## src/rtl/pgwalk_pkg.sv

```systemverilog
package pgwalk_pkg;

  localparam int PTE_VALID_BIT = 0;
  localparam int PTE_HUGE_BIT  = 7;

  typedef enum logic [1:0] {
    ST_IDLE,
    ST_ISSUE,
    ST_WAIT,
    ST_DONE
  } walkState_e;

  typedef struct packed {
    logic capture;
    logic advance;
    logic finishLeaf;
    logic finishHuge;
    logic finishFault;
  } walkStrobe_t;

  typedef struct packed {
    logic valid;
    logic huge;
  } pteFlags_t;

endpackage

```

## src/rtl/pgwalk_ctrl.sv

```systemverilog
module pgwalk_ctrl
  import pgwalk_pkg::*;
#(
  parameter int LEVELS     = 4,
  parameter int HUGE_LEVEL = 2,
  parameter int LVL_W      = $clog2(LEVELS)
) (
  input  logic             clk,
  input  logic             rstN,
  input  logic             reqValid,
  input  logic             memRspValid,
  input  pteFlags_t        flags,
  output logic             reqReady,
  output logic             memReqValid,
  output logic             respValid,
  output walkStrobe_t      strobe,
  output logic [LVL_W-1:0] level
);

  localparam logic [LVL_W-1:0] LAST_LVL = LVL_W'(LEVELS - 1);
  localparam logic [LVL_W-1:0] HUGE_LVL = LVL_W'(HUGE_LEVEL);

  walkState_e state, stateNext;

  always_comb begin
    stateNext = state;
    strobe    = '0;
    unique case (state)
      ST_IDLE: begin
        if (reqValid) begin
          strobe.capture = 1'b1;
          stateNext      = ST_ISSUE;
        end
      end
      ST_ISSUE: stateNext = ST_WAIT;
      ST_WAIT: begin
        if (memRspValid) begin
          if (!flags.valid) begin
            strobe.finishFault = 1'b1;
            stateNext          = ST_DONE;
          end else if (level == HUGE_LVL && flags.huge) begin
            strobe.finishHuge = 1'b1;
            stateNext         = ST_DONE;
          end else if (level == LAST_LVL) begin
            strobe.finishLeaf = 1'b1;
            stateNext         = ST_DONE;
          end else begin
            strobe.advance = 1'b1;
            stateNext      = ST_ISSUE;
          end
        end
      end
      ST_DONE: stateNext = ST_IDLE;
      default: stateNext = ST_IDLE;
    endcase
  end

  always_ff @(posedge clk or negedge rstN) begin
    if (!rstN) begin
      state <= ST_IDLE;
      level <= '0;
    end else begin
      state <= stateNext;
      if (strobe.capture)      level <= '0;
      else if (strobe.advance) level <= level + 1'b1;
    end
  end

  assign reqReady    = (state == ST_IDLE);
  assign memReqValid = (state == ST_ISSUE);
  assign respValid   = (state == ST_DONE);

endmodule

```

## src/rtl/pgwalk_dp.sv

```systemverilog
module pgwalk_dp
  import pgwalk_pkg::*;
#(
  parameter int VA_W       = 48,
  parameter int PA_W       = 48,
  parameter int PTE_W      = 64,
  parameter int PG_SHIFT   = 12,
  parameter int IDX_W      = 9,
  parameter int LEVELS     = 4,
  parameter int HUGE_LEVEL = 2,
  parameter int LVL_W      = $clog2(LEVELS),
  parameter int FRAME_W    = PA_W - PG_SHIFT,
  parameter int VPN_W      = VA_W - PG_SHIFT
) (
  input  logic               clk,
  input  logic               rstN,
  input  walkStrobe_t        strobe,
  input  logic [LVL_W-1:0]   level,
  input  logic [VA_W-1:0]    reqVa,
  input  logic [FRAME_W-1:0] rootFrame,
  input  logic [PTE_W-1:0]   memRspData,
  output pteFlags_t          flags,
  output logic [PA_W-1:0]    memReqAddr,
  output logic               respFault,
  output logic               respHuge,
  output logic [FRAME_W-1:0] respPfn,
  output logic [LVL_W-1:0]   respLevel
);

  localparam int ENTRY_SHIFT = PG_SHIFT - IDX_W;
  localparam int HUGE_LO     = (LEVELS - 1 - HUGE_LEVEL) * IDX_W;

  logic [VPN_W-1:0]   vpn;
  logic [FRAME_W-1:0] baseFrame;
  logic [FRAME_W-1:0] pteFrame;
  logic [IDX_W-1:0]   idxTab [LEVELS];

  // Index slices, root level taking the most significant slice.
  for (genvar g = 0; g < LEVELS; g++) begin : g_idx
    assign idxTab[g] = vpn[(LEVELS - 1 - g) * IDX_W +: IDX_W];
  end

  assign pteFrame    = memRspData[PA_W-1:PG_SHIFT];
  assign flags.valid = memRspData[PTE_VALID_BIT];
  assign flags.huge  = memRspData[PTE_HUGE_BIT];
  assign memReqAddr  = {baseFrame, idxTab[level], {ENTRY_SHIFT{1'b0}}};

  logic unusedBits;
  assign unusedBits = ^{memRspData[PTE_W-1:PA_W], memRspData[PG_SHIFT-1:PTE_HUGE_BIT+1],
                        memRspData[PTE_HUGE_BIT-1:PTE_VALID_BIT+1], reqVa[PG_SHIFT-1:0]};

  always_ff @(posedge clk or negedge rstN) begin
    if (!rstN) begin
      vpn       <= '0;
      baseFrame <= '0;
      respFault <= 1'b0;
      respHuge  <= 1'b0;
      respPfn   <= '0;
      respLevel <= '0;
    end else begin
      if (strobe.capture) begin
        vpn       <= reqVa[VA_W-1:PG_SHIFT];
        baseFrame <= rootFrame;
      end
      if (strobe.advance) baseFrame <= pteFrame;
      if (strobe.finishLeaf) begin
        respFault <= 1'b0;
        respHuge  <= 1'b0;
        respPfn   <= pteFrame;
        respLevel <= level;
      end
      if (strobe.finishHuge) begin
        respFault <= 1'b0;
        respHuge  <= 1'b1;
        respPfn   <= {pteFrame[FRAME_W-1:HUGE_LO], vpn[HUGE_LO-1:0]};
        respLevel <= level;
      end
      if (strobe.finishFault) begin
        respFault <= 1'b1;
        respHuge  <= 1'b0;
        respPfn   <= '0;
        respLevel <= level;
      end
    end
  end

endmodule

```

## src/rtl/pgwalk_top.sv

```systemverilog
module pgwalk_top
  import pgwalk_pkg::*;
#(
  parameter int VA_W       = 48,
  parameter int PA_W       = 48,
  parameter int PTE_W      = 64,
  parameter int PG_SHIFT   = 12,
  parameter int IDX_W      = 9,
  parameter int LEVELS     = 4,
  parameter int HUGE_LEVEL = 2,
  localparam int LVL_W     = $clog2(LEVELS),
  localparam int FRAME_W   = PA_W - PG_SHIFT
) (
  input  logic               clk,
  input  logic               rstN,
  input  logic               reqValid,
  output logic               reqReady,
  input  logic [VA_W-1:0]    reqVa,
  input  logic [FRAME_W-1:0] rootFrame,
  output logic               memReqValid,
  output logic [PA_W-1:0]    memReqAddr,
  input  logic               memRspValid,
  input  logic [PTE_W-1:0]   memRspData,
  output logic               respValid,
  output logic               respFault,
  output logic               respHuge,
  output logic [FRAME_W-1:0] respPfn,
  output logic [LVL_W-1:0]   respLevel
);

  walkStrobe_t      strobe;
  pteFlags_t        flags;
  logic [LVL_W-1:0] level;

  pgwalk_ctrl #(
    .LEVELS(LEVELS), .HUGE_LEVEL(HUGE_LEVEL), .LVL_W(LVL_W)
  ) u_ctrl (
    .clk(clk), .rstN(rstN), .reqValid(reqValid), .memRspValid(memRspValid),
    .flags(flags), .reqReady(reqReady), .memReqValid(memReqValid),
    .respValid(respValid), .strobe(strobe), .level(level)
  );

  pgwalk_dp #(
    .VA_W(VA_W), .PA_W(PA_W), .PTE_W(PTE_W), .PG_SHIFT(PG_SHIFT), .IDX_W(IDX_W),
    .LEVELS(LEVELS), .HUGE_LEVEL(HUGE_LEVEL), .LVL_W(LVL_W), .FRAME_W(FRAME_W),
    .VPN_W(VA_W - PG_SHIFT)
  ) u_dp (
    .clk(clk), .rstN(rstN), .strobe(strobe), .level(level), .reqVa(reqVa),
    .rootFrame(rootFrame), .memRspData(memRspData), .flags(flags),
    .memReqAddr(memReqAddr), .respFault(respFault), .respHuge(respHuge),
    .respPfn(respPfn), .respLevel(respLevel)
  );

endmodule

```

## config.mk

```make
export PLATFORM = sky130hd
export DESIGN_NAME = pgwalk_top
export DESIGN_NICKNAME = d
export VERILOG_FILES = /design/src/rtl/pgwalk_pkg.sv /design/src/rtl/pgwalk_ctrl.sv /design/src/rtl/pgwalk_dp.sv /design/src/rtl/pgwalk_top.sv
export SDC_FILE = /design/constraint.sdc
export NUM_CORES = 1
export LEC_CHECK = 0
export ABC_AREA = 1
export BUFFER_PORTS_ARGS = -buffer_cell sky130_fd_sc_hd__buf_2
export CAP_MARGIN = 20
export CORE_MARGIN = 2
export CORE_UTILIZATION = 28
export CTS_CLUSTER_DIAMETER = 200
export DETAILED_ROUTE_END_ITERATION = 7
export GPL_TIMING_DRIVEN = 0
export SETUP_SLACK_MARGIN = 0.5
export SYNTH_ARGS = -nofsm -noshare
export SYNTH_HDL_FRONTEND = slang
export SYNTH_HIERARCHICAL = 1
export SYNTH_SLANG_ARGS = --single-unit
```

## constraint.sdc

```tcl
create_clock -name clk -period 5 [get_ports clk]
set_input_delay 1 -clock clk [delete_from_list [all_inputs] [get_ports clk]]
set_output_delay 1 -clock clk [all_outputs]
set_load 0.005 [all_outputs]
```

==> results.py, run 1 <==
metrics = {
    "setup_path": {
        "reg2reg_to": "u_dp/baseFrame[26]",
        "rrSetupSlack_ns": 3.02,
        "startpoint_type": "flop",
        "cp_common_cell": "nand2_1",
        "critPathCaptureType": "output port",
        "r2r_start": "u_ctrl/level[0]",
        "worst_ep_arrival_time_ns": 1.74,
        "critPathKind": "reg2out",
        "r2r_cells": 12,
        "cp_top_family": "buffers and inverters",
        "cpMaxStageDelayCell": "dfrtp_1",
        "cpPeakStageDelay_ns": 0.42,
        "worst_ep_required_time_ns": 4.00,
        "cp_max_fo": 10,
        "path_buf_inv": 3,
        "crit_chain": "buf_4, clkinv_1, nand2_1, nand3_1, nand2_1, buf_2",
    },
    "route": {
        "drt_wl_total_mm": 17.2,
        "postRouteAntennaNets": 0,
        "drtIter0Drc": 234,
        "via_count": 5283,
        "firstDrtPassIters": 5,
        "wl_per_cell_microns": 13.9,
        "drc_errors": 0,
        "vias_per_cell": 4.28,
    },
    "timing": {
        "rsz0062_at_grt": "no",
        "max-slew-margin-rel": 0.600,
        "setup_tns_ns": 0,
        "setup_slack_ns": 2.26,
        "setup_viol": 0,
        "hold_viol": 0,
        "worst_pin_slew_ns": 0.600,
        "period_needed_ns": 2.74,
        "fmax_mhz": 365,
        "finalCritPeriodShare": 0.549,
        "clock_skew_ns": 0.00733,
        "drv_slew": 0,
    },
    "cts": {
        "cts_buffers": 17,
        "htree_levels": 4,
        "max-clock-path-buffers": 2,
        "clk_pin_slew_ns": 0.05,
        "numClockSinks": 116,
        "post_cts_buffers": 0,
        "cts_tree": "yes",
        "postCtsHoldBufs": 0,
        "ctsResizeCount": 0,
        "cts_root_buffer": "clkbuf_16",
        "clock_latency_ns": 0.41,
    },
    "layout": {
        "fin_nets": 1106,
        "drive_gt1_frac": 0.318,
        "final_design_area_no_fill_sq_um": 7720,
        "regArea_sq_um": 2900,
        "final_common_cell": "nand2_1",
        "diodes": 0,
        "fin_cells": 1235,
        "fill_cells": 2132,
        "multiInputGateArea_sq_um": 2200,
        "most-common-layout-cells": "nand2_1, buf_2, dfrtp_1",
        "synthToLayoutAreaGrowth_pct": 35.5,
    },
    "place": {
        "pre_cts_ws_ns": 2.58,
        "placed_area_sq_um": 7070,
        "gp_congestion": 0.810,
        "place_hpwl_mm": 13.1,
        "io_buffers": 199,
        "dpl.cell_count": 1203,
    },
    "grt": {
        "grt_pass1_wl_mm": 27.7,
        "grt.total_usage": 0.165,
        "antenna_found_initial": 0,
        "grt_pass1_vias": 5217,
        "grt_start_max_net_pins": 71,
        "grt_remaining_overflow": 0,
    },
    "floorplanning": {
        "die_h_microns": 147,
        "rows": 52,
        "pin_count": 243,
        "initial_core_util": 0.283,
        "core_sq_um": 20100,
        "dieArea_sq_um": 21500,
        "die_width_microns": 147,
    },
    "power": {
        "p_leak_uw": 0.00430,
        "ir_drop_uv": 235,
        "p_per_area_nw_per_um2": 607,
    },
    "synth": {
        "yosysWarnings": 6,
        "ys.flop_type": "dfrtp_1",
        "syn_inst": 731,
        "synth.distinct_cells": 24,
        "netlist_area_sq_um": 5700,
        "synth_edf_count": 0,
        "synth_seq_area_share": 0.510,
        "post_synth.cell_area_avg_sq_um": 7.79,
        "ys_ff_latch": 116,
        "async_flop_share": 1.00,
    },
    "min_path": {
        "hold_path_end": "u_dp/respLevel[1]",
        "min_from": "u_dp/respLevel[1]",
        "hold_depth": 2,
        "hp-class": "reg2reg",
    },
    "flow_run": {
        "max_cap_viol_count": 0,
    },
    "status": {
        "status": "completed",
    },
}
layout make-up:
cell class              count  area share
well taps                 270      0.0438
clock inverters             9      0.0191
clock buffers              23      0.0645
repair buffers            200       0.133
plain buffers              43      0.0365
inverters                  82      0.0412
flip-flops and latches    116       0.376
multi-input cells         492       0.285
kinds of logic (layout without fill, tap and decap cells):
family	Yosys count	in the layout	synth area share
AND/OR/NAND/NOR	414	414	0.292
buffers and inverters	125	357	0.105
flip-flops	116	116	0.510
AO/OA/AOI/OAI	73	73	0.0881
adder cells (fa/ha/maj)	2	2	0.00439
other	1	3	0.000658
state kept, by name, summed over array words and instances (netlist names):
name / cells
u_dp/baseFrame: 36
u_dp/idxTab: 36
u_dp/respPfn: 36
u_ctrl/level: 2
u_ctrl/state: 2
u_dp/respLevel: 2
u_dp/respFault: 1
u_dp/respHuge: 1
metal layers:
| layer | up-vias | track usage | part of all wire |
|---|---|---|---|
| met5 | - | 0 | 0 |
| met4 | 0 | 0.0519 | 0.015 |
| met3 | 16 | 0.0419 | 0.063 |
| met2 | 180 | 0.258 | 0.46 |
| met1 | 2405 | 0.226 | 0.46 |
| li1 | 2682 | - | - |
synth_stat cells, types with 3 or more instances:
library cell | count | area share
buf_2 | 21 | 0.018
o21ai_0 | 33 | 0.029
clkbuf_1 | 5 | 0.0033
o21ai_2 | 29 | 0.045
dfrtp_1 | 116 | 0.51
inv_1 | 75 | 0.049
o211ai_1 | 10 | 0.013
nand3_1 | 48 | 0.042
nor2_1 | 41 | 0.027
buf_6 | 8 | 0.016
nand2_1 | 318 | 0.21
clkinv_1 | 3 | 0.0020
buf_4 | 9 | 0.012
where the power goes:
part	switching [uW]	internal, uW	total (uW)
Combinational	999	725	1720
Sequential	237	1400	1630
Clock	425	897	1320
Total	1660	3020	4680
how the worst max path moves through the flow:
stage                     from            endpoint  slack, ns  cells past startpoint
6_report       u_ctrl/level[0]       memReqAddr[3]       2.26                      6
5_1_grt        u_ctrl/level[0]       memReqAddr[5]       2.14                      6
4_1_cts        u_ctrl/level[0]       memReqAddr[3]       2.22                      6
3_5_place_dp     memRspData[7]  u_dp/baseFrame[32]       2.58                     11
3_3_place_gp              rstN  u_dp/baseFrame[12]       1.33                      1
2_1_floorplan    memRspData[7]  u_dp/baseFrame[34]       2.87                     11
worst reg2reg max path: stages, from the launching register on:
cell and delay (ns):
dfrtp_1 0.42, inv_1 0.10, ha_1 0.20, nand2_1 0.10, nand3_1 0.15, nor2_4 0.15, buf_4 0.21, inv_2 0.08
nand2_8 0.11, inv_6 0.07, buf_6 0.15, nand2_1 0.08, o21ai_2 0.05
stage by stage:
step           power, uW  utilization  hold WS [ns]
3_3_place_gp        3360        0.350         0.454
3_5_place_dp        3400        0.352         0.454
6_report            4680        0.384         0.459
4_1_cts             4750        0.384         0.467
5_1_grt             5070        0.384         0.486
2_1_floorplan       2630            -         0.442
Power figures use the tool's default switching activity.
==> inputs of run 2 (changes only) <==
Settings changed: ABC_AREA 1 to 0.
Clock period 5 ns to 2.7 ns, I/O delays scaled along.
==> run 2 against run 1 <==
Critical path depth shrank 3. Final cell count is 25% lower. Largest power group is now registers. Clock power increased by 64%. Count of clock-buffer cells in the layout down 2. Die area shrank 5.5%. Via count is 18% lower. Global-route usage shrank 0.64 points. Sequential share of layout area is 2.1 points higher. Power is 55% higher. Synthesized cell count down 38%. Hold slack got worse by 0.44 ns. Largest cell class unchanged. Combinational power rose by 35%.
==> results.py, run 2 <==
metrics = {
    "floorplanning": {
        "core_sq_um": 18800,
        "pin_count": 243,
        "die_h_microns": 143,
        "die_width_microns": 143,
        "rows": 50,
        "initial_core_util": 0.286,
        "dieArea_sq_um": 20300,
    },
    "timing": {
        "finalCritPeriodShare": 0.803,
        "fmax_mhz": 461,
        "hold_viol": 0,
        "setup_viol": 0,
        "drv_slew": 0,
        "max-slew-margin-rel": 0.664,
        "worst_pin_slew_ns": 0.504,
        "clock_skew_ns": 0.00901,
        "rsz0062_at_grt": "yes",
        "period_needed_ns": 2.17,
    },
    "route": {
        "drtIter0Drc": 156,
        "drc_errors": 0,
        "firstDrtPassIters": 6,
        "drt_wl_total_mm": 16.0,
        "via_count": 4306,
        "wl_per_cell_microns": 17.4,
        "postRouteAntennaNets": 0,
        "vias_per_cell": 4.67,
    },
    "layout": {
        "fin_nets": 829,
        "synthToLayoutAreaGrowth_pct": 36.2,
        "drive_gt1_frac": 0.464,
        "final_common_cell": "buf_2",
        "diodes": 0,
        "most-common-layout-cells": "buf_2, dfrtp_1, o21ai_0",
        "fin_cells": 922,
    },
    "grt": {
        "antenna_found_initial": 0,
        "use_met1": 0.209,
        "grt.total_usage": 0.159,
        "grt_pass1_wl_mm": 24.5,
        "grt_pass1_vias": 4288,
        "use_met3": 0.0431,
        "grtUsageMet2": 0.253,
        "grt_start_max_net_pins": 81,
        "grt-busiest-layer": "met2",
        "grt_remaining_overflow": 0,
    },
    "place": {
        "dpl.cell_count": 889,
        "io_buffers": 199,
        "gp_congestion": 0.772,
        "place_hpwl_mm": 11.8,
    },
    "setup_path": {
        "path_buf_inv": 2,
        "critPathCaptureType": "output port",
        "startpoint_type": "flop",
        "r2r_start": "u_ctrl/state[1]",
        "critPathKind": "reg2out",
        "r2r_cells": 5,
        "cpMaxStageDelayCell": "mux4_2",
        "worst_ep_required_time_ns": 2.16,
        "crit_chain": "buf_12, mux4_2, buf_2",
        "cp_top_family": "multiplexers",
        "rrSetupSlack_ns": 0.60,
        "cpPeakStageDelay_ns": 0.50,
        "cp_max_fo": 10,
        "reg2reg_to": "u_dp/idxTab[23]",
        "worst_ep_arrival_time_ns": 1.63,
    },
    "cts": {
        "max-clock-path-buffers": 2,
        "cts_tree": "yes",
        "cts_root_buffer": "clkbuf_16",
        "postCtsHoldBufs": 0,
        "clock_latency_ns": 0.41,
        "numClockSinks": 116,
        "htree_levels": 4,
        "cts_buffers": 17,
        "clk_pin_slew_ns": 0.06,
    },
    "power": {
        "p_per_area_nw_per_um2": 994,
        "intPower_uw": 5020,
        "p_total_uw": 7270,
        "pwr-share-comb": 0.319,
        "p_leak_uw": 0.00344,
        "switchingPower_uw": 2250,
        "power_frac_seq": 0.385,
        "ir_drop_uv": 556,
        "power_switching_share": 0.309,
        "clkPwrFrac": 0.296,
    },
    "synth": {
        "synth_seq_area_share": 0.540,
        "synth_edf_count": 0,
        "post_synth.cell_area_avg_sq_um": 11.9,
        "async_flop_share": 1.00,
        "synth_most_common_cell": "dfrtp_1",
        "yosys.area.top_type": "dfrtp_1",
        "ys_top_cells_by_area": "dfrtp_1, mux2i_1, mux2_2",
        "ys.flop_type": "dfrtp_1",
        "netlist_area_sq_um": 5370,
        "synth_top_cell_area_share": 0.540,
        "synth.distinct_cells": 32,
        "yosysWarnings": 6,
        "syn_inst": 453,
        "yosys-top-cells-count": "dfrtp_1, o21ai_0, mux2i_1",
        "ys_ff_latch": 116,
    },
    "min_path": {
        "hp-class": "in2async",
    },
    "flow_run": {
        "max_cap_viol_count": 0,
    },
    "status": {
        "status": "completed",
    },
}
run 2: changes by cell type in the layout (fill, tap and decap cells not counted), sizes merged, moves of 16 or more:
cell and delta:
nand2 -277, inv -75, nand3 -50, mux2i +47, mux2 +38, nor2 -38
a21oi +28, or3b +28, buf -16
run 2: layout make-up:
class / count / area, sq um
buffer: 42 / 288
fill: 1872 / 11500
clock inverter: 11 / 101
sequential: 116 / 2900
inverter: 3 / 15.0
tap: 234 / 293
multi-input combinational: 294 / 2220
timing repair buffer: 201 / 1040
clock buffer: 21 / 460
run 2: worst max-delay path by stage:
stage / start / end / slack [ns] / depth (start not counted)
4_1_cts: u_ctrl/level[0] / memReqAddr[9] / 0.45 / 3
6_report: u_ctrl/level[0] / memReqAddr[10] / 0.53 / 3
2_1_floorplan: reqValid / u_dp/idxTab[10] / 0.78 / 5
5_1_grt: u_ctrl/level[0] / memReqAddr[6] / 0.46 / 3
3_3_place_gp: rstN / u_dp/idxTab[2] / -0.52 / 1
3_5_place_dp: memRspValid / u_dp/baseFrame[32] / 0.07 / 7
run 2: repair_timing:
item | in CTS | in global routing
gates cloned | 0 | 0
setup endpoints to repair | 45 | 80
resized for setup | 11 | 14
setup buffers | 1 | 0
run 2: power by group through the flow:
stage	clock network [uW]	registers, uW	logic, uW
after detailed placement	0	2820	2320
after global placement	0	2810	2270
after global routing	2300	2880	2560
after floorplan	0	2770	1330
after CTS	2220	2800	2350
final	2160	2800	2320
run 2: kinds of logic (layout without fill, tap and decap cells):
logic type,Yosys count,after routing,synth area share
buffers and inverters,45,278,0.0480
other,1,3,0.000698
multiplexers,94,94,0.205
AND/OR/NAND/NOR,93,93,0.101
flip-flops,116,116,0.540
adder cells (fa/ha/maj),2,2,0.00466
AO/OA/AOI/OAI,102,102,0.100
run 2: routing by layer:
layer / vias to the layer above / routed length [microns]
li1: 2062 / -
met1: 2092 / 7290
met2: 137 / 7570
met3: 15 / 902
met4: 0 / 235
met5: - / 0
run 2: through the flow:
stage / cell area (sq um) / hold WS [ns] / worst slack [ns] / TNS, ns / util
6_report: 7320 / 0.0221 / 0.533 / 0 / 0.390
5_1_grt: 7320 / 0.0474 / 0.461 / 0 / 0.390
4_1_cts: 7290 / 0.0283 / 0.454 / 0 / 0.389
3_5_place_dp: 6700 / 0.462 / 0.0657 / 0 / 0.357
3_3_place_gp: 6670 / 0.456 / -0.523 / -58.61 / 0.355
2_1_floorplan: 5380 / 0.244 / 0.778 / 0 / -
==> inputs of run 3 (changes only) <==
Clock period 2.7 ns to 1.85 ns, I/O delays scaled along.
==> run 3 against run 2 <==
The flow now finishes with violations (setup timing). Power grew 76%. Critical path depth is the same. Via count grew 6.1%. Largest power group is now combinational logic. Highest routed layer is now met5.
==> results.py, run 3 (synthesized netlist as in run 2, its figures left out) <==
metrics = {
    "power": {
        "p_leak_uw": 0.00413,
        "power_frac_seq": 0.325,
        "intPower_uw": 8950,
        "p_per_area_nw_per_um2": 1440,
        "ir_drop_uv": 864,
        "pwr-share-comb": 0.398,
        "power_switching_share": 0.300,
        "clkPwrFrac": 0.277,
        "switchingPower_uw": 3830,
    },
    "layout": {
        "synthToLayoutAreaGrowth_pct": 65.6,
        "diodes": 0,
        "fin_cells": 961,
        "drive_gt1_frac": 0.591,
        "fin_nets": 868,
        "most-common-layout-cells": "buf_2, dfrtp_1, nand2_1",
        "fill_cells": 1739,
        "final_common_cell": "buf_2",
        "final_design_area_no_fill_sq_um": 8900,
    },
    "route": {
        "wl_met2_mm": 8.67,
        "via_count": 4567,
        "vias_per_cell": 4.75,
        "postRouteAntennaNets": 0,
        "drtIter0Drc": 124,
        "wl_per_cell_microns": 18.4,
        "top_layer": "met5",
        "drt_wl_total_mm": 17.7,
        "wl_met1_mm": 7.79,
        "met3_length_mm": 1.01,
        "firstDrtPassIters": 4,
        "drc_errors": 0,
    },
    "floorplanning": {
        "initial_core_util": 0.286,
        "die_width_microns": 143,
        "pin_count": 243,
        "dieArea_sq_um": 20300,
        "rows": 50,
        "core_sq_um": 18800,
        "die_h_microns": 143,
    },
    "timing": {
        "finalCritPeriodShare": 1.08,
        "drv_slew": 0,
        "clock_skew_ns": 0.00558,
        "fmax_mhz": 503,
        "setup_slack_ns": -0.139,
        "max-slew-margin-rel": 0.618,
        "hold_viol": 0,
        "rsz0062_at_grt": "yes",
        "period_needed_ns": 1.99,
        "setup_viol": 10,
        "worst_pin_slew_ns": 0.573,
    },
    "setup_path": {
        "crit_chain": "buf_12, mux4_2, buf_2",
        "r2r_start": "u_ctrl/level[0]",
        "startpoint_type": "flop",
        "worst_ep_required_time_ns": 1.48,
        "cp_max_fo": 10,
        "cpPeakStageDelay_ns": 0.51,
        "cpMaxStageDelayCell": "mux4_2",
        "critPathCaptureType": "output port",
        "critPathKind": "reg2out",
        "worst_ep_arrival_time_ns": 1.62,
        "worstSetupStartpoint": "u_ctrl/level[0]",
    },
    "cts": {
        "clk_pin_slew_ns": 0.06,
        "cts_root_buffer": "clkbuf_16",
        "htree_levels": 4,
        "numClockSinks": 116,
        "cts_buffers": 17,
        "max-clock-path-buffers": 2,
        "cts_tree": "yes",
        "clock_latency_ns": 0.41,
    },
    "place": {
        "place_hpwl_mm": 11.7,
        "gp_congestion": 0.791,
        "io_buffers": 199,
        "pre_cts_ws_ns": 0.000738,
        "placed_area_sq_um": 6850,
        "dpl.cell_count": 889,
    },
    "grt": {
        "grt_pass1_vias": 4674,
        "grt_start_max_net_pins": 60,
        "antenna_found_initial": 1,
        "grt_pass1_wl_mm": 26.8,
        "grt.total_usage": 0.176,
        "grt_remaining_overflow": 0,
    },
    "status": {
        "violations": "setup timing",
        "status": "complete, but fails checks",
    },
    "min_path": {
        "min_from": "memRspData[27]",
        "hp-class": "in2reg",
    },
    "flow_run": {
        "max_cap_viol_count": 0,
    },
}
run 3: critical path, delay by kind of cell (launching register included):
| family | cells | cell delay, ns |
|---|---|---|
| buffers and inverters | 2 | 0.30 |
| muxes | 1 | 0.51 |
| DFF | 1 | 0.38 |
run 3: layout make-up:
class / count / area, sq um / share of cell area
buffer: 42 / 643 / 0.0723
inverter: 3 / 26.3 / 0.00295
clock buffer: 18 / 429 / 0.0482
tap: 234 / 293 / 0.0329
timing repair buffer: 240 / 1710 / 0.192
clock inverter: 14 / 201 / 0.0226
multi-input combinational: 294 / 2690 / 0.302
sequential: 116 / 2900 / 0.326
run 3: layer usage:
metal / track usage / vias up
li1: - / 2150
met1: 0.227 / 2251
met2: 0.291 / 147
met3: 0.0498 / 17
met4: 0.0459 / 2
met5: 0 / -
run 3: worst paths after layout:
| kind | endpoint | slack, ns | depth (start not counted) |
|---|---|---|---|
| max | memReqAddr[7] | -0.14 | 3 |
| min | u_dp/baseFrame[15] | 0.18 | 3 |
| max reg2reg | u_dp/respPfn[25] | -0.02 | 8 |
| min reg2reg | u_dp/respFault | 0.47 | 1 |
| min in group asynchronous | u_dp/baseFrame[10] | 0.49 | 2 |
| max in group asynchronous | u_dp/respPfn[0] | 0.67 | 3 |
run 3: timing repair:
item                                    in CTS  in global routing
gates cloned                                14                  1
pin swaps                                   19                 16
gates resized for setup                    153                 74
hold buffers                                 1                  0
hold endpoints to repair                    57                  0
endpoints found under the setup margin     124                127
setup buffers                               17                  7
run 3: power by group through the flow:
stage	logic (uW)	clock network, uW	registers [uW]
floorplan	2110	0	4050
CTS	4800	3630	4110
finish	5090	3540	4160
global placement	3480	0	4100
detailed placement	3540	0	4110
global route	5480	3730	4280
run 3: per-stage QoR:
stage                     setup TNS (ns)  utilization  hold slack (ns)  power, uW
final                              -1.14        0.474            0.181      12800
after global routing               -2.02        0.474            0.171      13500
after CTS                          -1.38        0.455            0.162      12500
after detailed placement               0        0.365            0.386       7650
after global placement           -135.81        0.363            0.456       7580
after floorplan                        0            -           0.0744       6150
